<file path="src/rtl/lane_dram_pkg.sv">
package lane_dram_pkg;
  typedef enum logic [1:0] {
    LM_IDLE  = 2'd0,
    LM_READ  = 2'd1,
    LM_EARLY = 2'd2,
    LM_RW    = 2'd3
  } lane_mode_t;

  typedef enum logic [1:0] {
    RS_IDLE = 2'd0,
    RS_ROW  = 2'd1,
    RS_CBR  = 2'd2
  } row_state_t;
endpackage

</file>
<file path="src/rtl/dram_pin_sync.sv">
module dram_pin_sync #(
  parameter int W = 1,
  parameter int STAGES = 2,
  parameter logic [W-1:0] RST_VAL = '0
) (
  input  logic         clk,
  input  logic         rst_n,
  input  logic [W-1:0] d,
  output logic [W-1:0] q
);
  logic [W-1:0] chain [STAGES];

  always_ff @(posedge clk or negedge rst_n) begin
    if (!rst_n) begin
      for (int i = 0; i < STAGES; i++) chain[i] <= RST_VAL;
    end else begin
      chain[0] <= d;
      for (int i = 1; i < STAGES; i++) chain[i] <= chain[i-1];
    end
  end

  assign q = chain[STAGES-1];
endmodule

</file>
<file path="src/rtl/dram_lane_regfile.sv">
module dram_lane_regfile #(
  parameter int AW = 4,
  parameter int DW = 16,
  parameter int LANES = 2
) (
  input  logic             clk,
  input  logic [LANES-1:0] we,
  input  logic [AW-1:0]    waddr,
  input  logic [DW-1:0]    wdata,
  input  logic [AW-1:0]    raddr,
  output logic [DW-1:0]    rdata
);
  localparam int BW = DW / LANES;
  localparam int WORDS = 2 ** AW;

  logic [DW-1:0] mem [WORDS];

  always_ff @(posedge clk) begin
    for (int l = 0; l < LANES; l++) begin
      if (we[l]) mem[waddr][l*BW +: BW] <= wdata[l*BW +: BW];
    end
  end

  assign rdata = mem[raddr];
endmodule

</file>
<file path="src/rtl/dram_cycle_ctrl.sv">
module dram_cycle_ctrl
  import lane_dram_pkg::*;
#(
  parameter int ADDR_W = 10,
  parameter int DW = 16,
  parameter int LANES = 2,
  parameter int RB = 2,
  parameter int CB = 2
) (
  input  logic              clk,
  input  logic              rst_n,
  input  logic              ras_s,
  input  logic [LANES-1:0]  lane_s,
  input  logic              we_s,
  input  logic              oe_s,
  input  logic [ADDR_W-1:0] addr_s,
  input  logic [DW-1:0]     dq_s,
  input  logic [DW-1:0]     mem_rdata,
  output logic [LANES-1:0]  mem_we,
  output logic [RB+CB-1:0]  mem_waddr,
  output logic [RB+CB-1:0]  mem_raddr,
  output logic [ADDR_W-1:0] row_q,
  output logic [ADDR_W-1:0] col_q,
  output logic              cas_int_q,
  output logic [LANES-1:0]  lane_wr_q,
  output logic              data_stb_q,
  output logic [DW-1:0]     wr_data_q,
  output logic [LANES-1:0]  lane_oe_q,
  output logic [DW-1:0]     dout_q,
  output logic              cbr_q,
  output logic              rasref_q,
  output logic              err_q
);
  localparam int BW = DW / LANES;

  // edge-detect history
  logic             ras_d, we_d;
  logic [LANES-1:0] lane_d;

  row_state_t st_q, st_nx;
  logic       seen_q, seen_nx;
  logic [ADDR_W-1:0] row_nx, col_nx;
  lane_mode_t mode_q [LANES];
  lane_mode_t mode_nx [LANES];
  logic [LANES-1:0] ew_q, ew_nx, lw_q, lw_nx;
  logic [LANES-1:0] oe_nx;
  logic [DW-1:0]    dout_nx;
  logic             cbr_nx, rasref_nx, err_nx, mixed;

  logic             ras_fall, ras_rise, we_fall;
  logic [LANES-1:0] lane_act, lane_fall;
  logic             cas_now, cas_prev, cas_fall, in_row;
  logic [LANES-1:0] early_go, read_go, rw_go, wr;
  logic [CB-1:0]    wcol;

  assign ras_fall  = ras_d & ~ras_s;
  assign ras_rise  = ~ras_d & ras_s;
  assign we_fall   = we_d & ~we_s;
  assign lane_act  = ~lane_s;
  assign lane_fall = lane_d & ~lane_s;
  assign cas_now   = |lane_act;
  assign cas_prev  = |(~lane_d);
  assign cas_fall  = cas_now & ~cas_prev;
  assign in_row    = (st_q == RS_ROW);

  // row / refresh sequencing
  always_comb begin
    st_nx     = st_q;
    seen_nx   = seen_q;
    row_nx    = row_q;
    col_nx    = col_q;
    cbr_nx    = 1'b0;
    rasref_nx = 1'b0;
    case (st_q)
      RS_IDLE: begin
        if (ras_fall) begin
          if (cas_prev) begin
            st_nx  = RS_CBR;
            cbr_nx = 1'b1;
          end else begin
            st_nx   = RS_ROW;
            row_nx  = addr_s;
            seen_nx = 1'b0;
          end
        end
      end
      RS_ROW: begin
        if (cas_fall) begin
          col_nx  = addr_s;
          seen_nx = 1'b1;
        end
        if (ras_rise) begin
          st_nx     = RS_IDLE;
          rasref_nx = ~seen_q & ~cas_fall;
        end
      end
      RS_CBR: begin
        if (ras_rise) st_nx = RS_IDLE;
      end
      default: st_nx = RS_IDLE;
    endcase
  end

  // per-lane mode decisions
  always_comb begin
    for (int l = 0; l < LANES; l++) begin
      early_go[l] = in_row & lane_fall[l] & ~we_s;
      read_go[l]  = in_row & lane_fall[l] & we_s;
      rw_go[l]    = in_row & lane_act[l] & ~lane_fall[l] &
                    (mode_q[l] == LM_READ) & we_fall;
      if (lane_s[l])        mode_nx[l] = LM_IDLE;
      else if (early_go[l]) mode_nx[l] = LM_EARLY;
      else if (read_go[l])  mode_nx[l] = LM_READ;
      else if (rw_go[l])    mode_nx[l] = LM_RW;
      else                  mode_nx[l] = mode_q[l];
      oe_nx[l] = lane_act[l] & ~oe_s &
                 (((mode_q[l] == LM_READ) & (we_s | rw_go[l])) |
                  (mode_q[l] == LM_RW));
      dout_nx[l*BW +: BW] = (mode_q[l] == LM_READ) ? mem_rdata[l*BW +: BW]
                                                   : dout_q[l*BW +: BW];
    end
    wr    = early_go | rw_go;
    ew_nx = (cas_fall ? '0 : ew_q) | early_go;
    lw_nx = (cas_fall ? '0 : lw_q) | rw_go;
    mixed = (ew_nx[0] & lw_nx[1]) | (lw_nx[0] & ew_nx[1]);
    err_nx = (cas_fall ? 1'b0 : err_q) | mixed;
  end

  assign wcol      = cas_fall ? addr_s[CB-1:0] : col_q[CB-1:0];
  assign mem_we    = wr;
  assign mem_waddr = {row_q[RB-1:0], wcol};
  assign mem_raddr = {row_q[RB-1:0], col_q[CB-1:0]};

  always_ff @(posedge clk or negedge rst_n) begin
    if (!rst_n) begin
      ras_d      <= 1'b1;
      we_d       <= 1'b1;
      lane_d     <= '1;
      st_q       <= RS_IDLE;
      seen_q     <= 1'b0;
      row_q      <= '0;
      col_q      <= '0;
      for (int l = 0; l < LANES; l++) mode_q[l] <= LM_IDLE;
      ew_q       <= '0;
      lw_q       <= '0;
      err_q      <= 1'b0;
      cas_int_q  <= 1'b0;
      lane_wr_q  <= '0;
      data_stb_q <= 1'b0;
      wr_data_q  <= '0;
      lane_oe_q  <= '0;
      dout_q     <= '0;
      cbr_q      <= 1'b0;
      rasref_q   <= 1'b0;
    end else begin
      ras_d      <= ras_s;
      we_d       <= we_s;
      lane_d     <= lane_s;
      st_q       <= st_nx;
      seen_q     <= seen_nx;
      row_q      <= row_nx;
      col_q      <= col_nx;
      for (int l = 0; l < LANES; l++) mode_q[l] <= mode_nx[l];
      ew_q       <= ew_nx;
      lw_q       <= lw_nx;
      err_q      <= err_nx;
      cas_int_q  <= cas_now;
      lane_wr_q  <= wr;
      data_stb_q <= |wr;
      if (|wr) wr_data_q <= dq_s;
      lane_oe_q  <= oe_nx;
      dout_q     <= dout_nx;
      cbr_q      <= cbr_nx;
      rasref_q   <= rasref_nx;
    end
  end

  for (genvar g = 0; g < LANES; g++) begin : g_lane_chk
    // a lane is driven only if it was low with output enable low
    assert_oe_gated_R5: assert property (@(posedge clk) disable iff (!rst_n)
      lane_oe_q[g] |-> $past(!lane_s[g] && !oe_s));
    // an early-write lane never drives
    assert_early_quiet_R6: assert property (@(posedge clk) disable iff (!rst_n)
      (mode_q[g] == LM_EARLY) |=> !lane_oe_q[g]);
  end

  // refresh pulses never coincide with a data capture
  assert_refresh_excl_R8: assert property (@(posedge clk) disable iff (!rst_n)
    $onehot0({cbr_q, rasref_q, data_stb_q}));

  // the mixed-mode flag only rises right after a write decision
  assert_err_on_write_R10: assert property (@(posedge clk) disable iff (!rst_n)
    $rose(err_q) |-> $past(|wr));
endmodule

</file>
<file path="src/rtl/lane_dram_decoder.sv">
module lane_dram_decoder #(
  parameter int ADDR_W = 10,
  parameter int DW = 16,
  parameter int BYTE_W = 8,
  parameter int MEM_ROW_BITS = 2,
  parameter int MEM_COL_BITS = 2,
  parameter int SYNC_STAGES = 2
) (
  input  logic              clk,
  input  logic              rst_n,
  input  logic              ras_n,
  input  logic              casl_n,
  input  logic              cash_n,
  input  logic              we_n,
  input  logic              oe_n,
  input  logic [ADDR_W-1:0] addr,
  input  logic [DW-1:0]     dq_in,
  output logic [ADDR_W-1:0] row_addr,
  output logic [ADDR_W-1:0] col_addr,
  output logic              cas_int,
  output logic [1:0]        lane_wr,
  output logic              data_stb,
  output logic [DW-1:0]     wr_data,
  output logic [1:0]        lane_oe,
  output logic [DW-1:0]     dq_out,
  output logic              cbr_ref,
  output logic              ras_ref,
  output logic              mode_err
);
  localparam int LANES = DW / BYTE_W;
  localparam int CTL_W = LANES + 3;
  localparam int DAT_W = ADDR_W + DW;
  localparam int MAW   = MEM_ROW_BITS + MEM_COL_BITS;

  logic [CTL_W-1:0] ctl_s;
  logic [DAT_W-1:0] dat_s;
  logic [MAW-1:0]   waddr, raddr;
  logic [LANES-1:0] mem_we;
  logic [DW-1:0]    rdata;

  dram_pin_sync #(.W(CTL_W), .STAGES(SYNC_STAGES), .RST_VAL({CTL_W{1'b1}})) u_ctl_sync (
    .clk(clk), .rst_n(rst_n),
    .d({ras_n, cash_n, casl_n, we_n, oe_n}),
    .q(ctl_s)
  );

  dram_pin_sync #(.W(DAT_W), .STAGES(SYNC_STAGES), .RST_VAL({DAT_W{1'b0}})) u_dat_sync (
    .clk(clk), .rst_n(rst_n),
    .d({addr, dq_in}),
    .q(dat_s)
  );

  dram_cycle_ctrl #(
    .ADDR_W(ADDR_W), .DW(DW), .LANES(LANES), .RB(MEM_ROW_BITS), .CB(MEM_COL_BITS)
  ) u_ctrl (
    .clk(clk), .rst_n(rst_n),
    .ras_s(ctl_s[CTL_W-1]),
    .lane_s(ctl_s[CTL_W-2:2]),
    .we_s(ctl_s[1]),
    .oe_s(ctl_s[0]),
    .addr_s(dat_s[DAT_W-1:DW]),
    .dq_s(dat_s[DW-1:0]),
    .mem_rdata(rdata),
    .mem_we(mem_we),
    .mem_waddr(waddr),
    .mem_raddr(raddr),
    .row_q(row_addr),
    .col_q(col_addr),
    .cas_int_q(cas_int),
    .lane_wr_q(lane_wr),
    .data_stb_q(data_stb),
    .wr_data_q(wr_data),
    .lane_oe_q(lane_oe),
    .dout_q(dq_out),
    .cbr_q(cbr_ref),
    .rasref_q(ras_ref),
    .err_q(mode_err)
  );

  dram_lane_regfile #(.AW(MAW), .DW(DW), .LANES(LANES)) u_mem (
    .clk(clk), .we(mem_we), .waddr(waddr), .wdata(dat_s[DW-1:0]),
    .raddr(raddr), .rdata(rdata)
  );
endmodule

</file>
<file path="config.mk">
export PLATFORM = sky130hd
export DESIGN_NAME = lane_dram_decoder
export DESIGN_NICKNAME = d
export VERILOG_FILES = /design/src/rtl/lane_dram_pkg.sv /design/src/rtl/dram_pin_sync.sv /design/src/rtl/dram_lane_regfile.sv /design/src/rtl/dram_cycle_ctrl.sv /design/src/rtl/lane_dram_decoder.sv
export SDC_FILE = /design/constraint.sdc
export NUM_CORES = 1
export LEC_CHECK = 0
export ABC_AREA = 1
export BUFFER_PORTS_ARGS = -buffer_cell sky130_fd_sc_hd__buf_2
export CELL_PAD_IN_SITES_DETAIL_PLACEMENT = 2
export CELL_PAD_IN_SITES_GLOBAL_PLACEMENT = 2
export CORE_ASPECT_RATIO = 0.5
export CORE_MARGIN = 10
export CORE_UTILIZATION = 30
export CTS_CLUSTER_SIZE = 28
export DETAILED_ROUTE_END_ITERATION = 12
export PLACE_DENSITY = 0.69
export SLEW_MARGIN = 10
export SYNTH_ARGS = -nofsm -noshare
export SYNTH_HDL_FRONTEND = slang
export SYNTH_SLANG_ARGS = --single-unit
</file>
<file path="constraint.sdc">
create_clock -name clk -period 2.8 [get_ports clk]
set_input_delay 0.42 -clock clk [delete_from_list [all_inputs] [get_ports clk]]
set_output_delay 0.42 -clock clk [all_outputs]
set_load 0.02 [all_outputs]
</file>
==> run_results.csv <==
group,metric,value,unit
placement,placement.io_buffers,93,
routing,route.detailed.drc,0,
clock_network,cts_tree,"built",
synth,synth_fp_nets,1474,
final_layout,syn_to_final_growth,18.7,%
routing,wirelength,48400,um
sta,hold_viol,0,
routing,viasPerCell,4.62,
placement,gp_congestion,0.742,
clock_network,cts-root-buf,"clkbuf_16",
sta,setup_viol,0,
sta,rsz0062_at_grt,"false",
worst_setup_path,critPathMaxStageDelay,0.63,ns
sta,period_share,0.937,
global_route,antenna_found_initial,1,
clock_network,cts_setup_buffers,0,
synth,synth-async-reset-ratio,0.350,
synth,ys.flop_type,"edfxtp_1",
clock_network,clockBufferDepth,3,
power,switching_share,0.346,
die,dieArea,0.0620,mm2
final_layout,n_antenna_cell,0,
die,core_region_area,0.0508,mm2
die,die_y,181,um
synth,synth_edf_count,256,
worst_setup_path,critPathArrivalTime,2.79,ns
power,power_density,896,mW/mm2
run,cap_viol_max_count,0,
power,netSwitchingPower,0.00574,W
global_route,grt.overflow.total,0,
global_route,grt_first_pass_wirelength,74900,um
worst_setup_path,crit_type,"reg -> reg",
power,p_clk_frac,0.315,
power,irDropWorstVdd,0.568,mV
power,seqPwrFrac,0.423,
power,power.internal,0.0108,W
synth,synth.distinct_cells,33,
routing,antenna_left,0,
worst_hold_path,hold_path_class,"reg -> reg",
final_layout,layout_common_cells,"nand2_1 (453), edfxtp_1 (256), inv_1 (174), nand3_1 (155), nor2_1 (130)",
final_layout,layout-drive-gt1-share,0.139,
synth,seq_area_frac_synth,0.716,
routing,vias,10602,
die,rows,58,
synth,syn_avg_cell_area,10.8,um2
worst_setup_path,setup.worst_path.end_class,"flip-flop",
worst_setup_path,required,2.97,ns
clock_network,hold_buffers,32,
routing,firstDrtPassIters,4,
worst_setup_path,critPathMaxFanout,11,
synth,yosysWarningCount,0,
clock_network,clock-sinks,394,
sta,worstMarginPinSlew,1.05,ns
routing,drt_iter0_drc,626,
routing,wire_per_inst,21.1,um
placement,hpwl,31500,um
final_layout,final_cells,2297,
clock_network,cts_inserted_buffers,39,
worst_setup_path,crit_family,"simple AND/OR/NAND/NOR gates",
global_route,grt.total_usage,0.156,
run_status,outcome,"finished, final reports clean",
sta,fmax,381,MHz
worst_setup_path,cp_cell_sequence,"nand3_4, nand2_2, o21ai_4, nor2_1, nand2_1, nor2_1",
worst_setup_path,cp_common_cell,"nor2_1",
sta,slew_headroom,0.303,
power,power_frac_comb,0.262,
sta,slew_violations,0,
global_route,grt_pass1_vias,12036,
sta,final.setup.tns,0,ns
clock_network,clock_latency,0.55,ns
clock_network,clk_pin_slew,0.06,ns
die,start_util,0.307,
placement,place_ws,0.157,ns
power,leakage,7.99,nW
worst_setup_path,cp_num_buf_inv,0,
die,die_w,342,um
sta,fin_skew,0.0149,ns
worst_setup_path,cp-start-kind,"flip-flop",
clock_network,h-tree-depth,2,
placement,dpl.cell_count,2195,
sta,layout_setup_ws,0.176,ns
synth,synthCells,1439,
worst_setup_path,slowest_stage,"nor2_1",
clock_network,ctsResizeCount,0,
final_layout,fin_nets,1613,
synth,synth_area,0.0156,mm2
sta,finalCriticalPeriod,2.62,ns
die,pin_count,94,
global_route,grt_max_degree,143,
final_layout,final_common_cell,"nand2_1",
synth,synth-seq-cells,394,
[power groups by stage]
stage | Combinational [W] | Clock [W] | Sequential [W]
after global placement | 0.00425 | 0 | 0.00710
after CTS | 0.00446 | 0.00535 | 0.00701
after detailed placement | 0.00437 | 0 | 0.00712
after floorplan | 0.00229 | 0 | 0.00741
after global routing | 0.00487 | 0.00559 | 0.00706
final | 0.00434 | 0.00523 | 0.00700
[path summary, 6_finish.rpt]
| kind | startpoint | to | slack (ns) | cells after the start |
|---|---|---|---|---|
| worst max-delay path | u_ctrl.lane_d[1]$_DFF_PN1_ | u_mem.mem[15][6]$_DFFE_PP_ | 0.18 | 6 |
| worst min-delay path | u_dat_sync.chain[45]$_DFF_PN0_ | u_dat_sync.q[19]$_DFF_PN0_ | 0.35 | 0 |
| worst max register to register | u_ctrl.lane_d[1]$_DFF_PN1_ | u_mem.mem[15][6]$_DFFE_PP_ | 0.18 | 6 |
| worst min register to register | u_dat_sync.chain[45]$_DFF_PN0_ | u_dat_sync.q[19]$_DFF_PN0_ | 0.35 | 0 |
| max in group asynchronous | rst_n | u_dat_sync.q[1]$_DFF_PN0_ | 1.63 | 3 |
| min in group asynchronous | rst_n | u_ctrl.row_q[7]$_DFFE_PN0P_ | 0.40 | 2 |
[kinds of logic (layout without fill, tap and decap cells)]
group | Yosys count | after routing | synth area share
flops | 394 | 394 | 0.716
compound gates | 46 | 46 | 0.0176
buf+inv | 242 | 410 | 0.0643
fa+ha+maj | 2 | 2 | 0.00161
simple gates | 755 | 755 | 0.201
[synthesized netlist by cell type (4+ instances only)]
cell | n | area [um2]
clkbuf_1 | 16 | 60.1
inv_1 | 174 | 653
nand3_1 | 155 | 776
edfxtp_1 | 256 | 7690
nor2_4 | 6 | 67.6
dfrtp_1 | 124 | 3100
inv_2 | 4 | 15.0
buf_2 | 37 | 185
nor2_1 | 130 | 488
dfstp_2 | 14 | 368
o21ai_0 | 38 | 190
buf_4 | 5 | 37.5
nand2_1 | 453 | 1700
[registers in the layout (all words and copies together) (netlist names), 4 cells and up]
register / flops
u_ctl_sync.chain: 5
u_ctl_sync.q: 5
u_ctrl.col_q: 10
u_ctrl.dout_q: 16
u_ctrl.mode_q: 4
u_ctrl.row_q: 10
u_ctrl.wr_data_q: 16
u_dat_sync.chain: 26
u_dat_sync.q: 26
u_mem.mem: 256
[cell type report]
| cell class | instances | area [um2] |
|---|---|---|
| timing repair buffer | 160 | 1120 |
| inverter | 180 | 682 |
| sequential | 394 | 11200 |
| clock buffer | 55 | 1110 |
| clock inverter | 15 | 140 |
| multi-input combinational | 803 | 3430 |
| fill | 5416 | 32300 |
| tap | 690 | 863 |
[metrics by stage]
stage / util / total power [W] / hold WS [ns] / area (um2)
final: 0.364 / 0.0166 / 0.348 / 18500
after global routing: 0.364 / 0.0175 / 0.357 / 18500
after CTS: 0.364 / 0.0168 / 0.351 / 18500
after detailed placement: 0.333 / 0.0115 / 0.336 / 16900
after global placement: 0.333 / 0.0114 / 0.332 / 16900
after floorplan: - / 0.00969 / 0.124 / 15600
[per-layer routing]
layer / vias up / GRT usage / part of all wire
met5: - / 0 / 0
met4: 0 / 0.0440 / 0.027
met3: 77 / 0.0251 / 0.040
met2: 211 / 0.272 / 0.50
met1: 5431 / 0.198 / 0.44
li1: 4883 / - / -
Note: power is estimated with default switching activity, not from simulation.
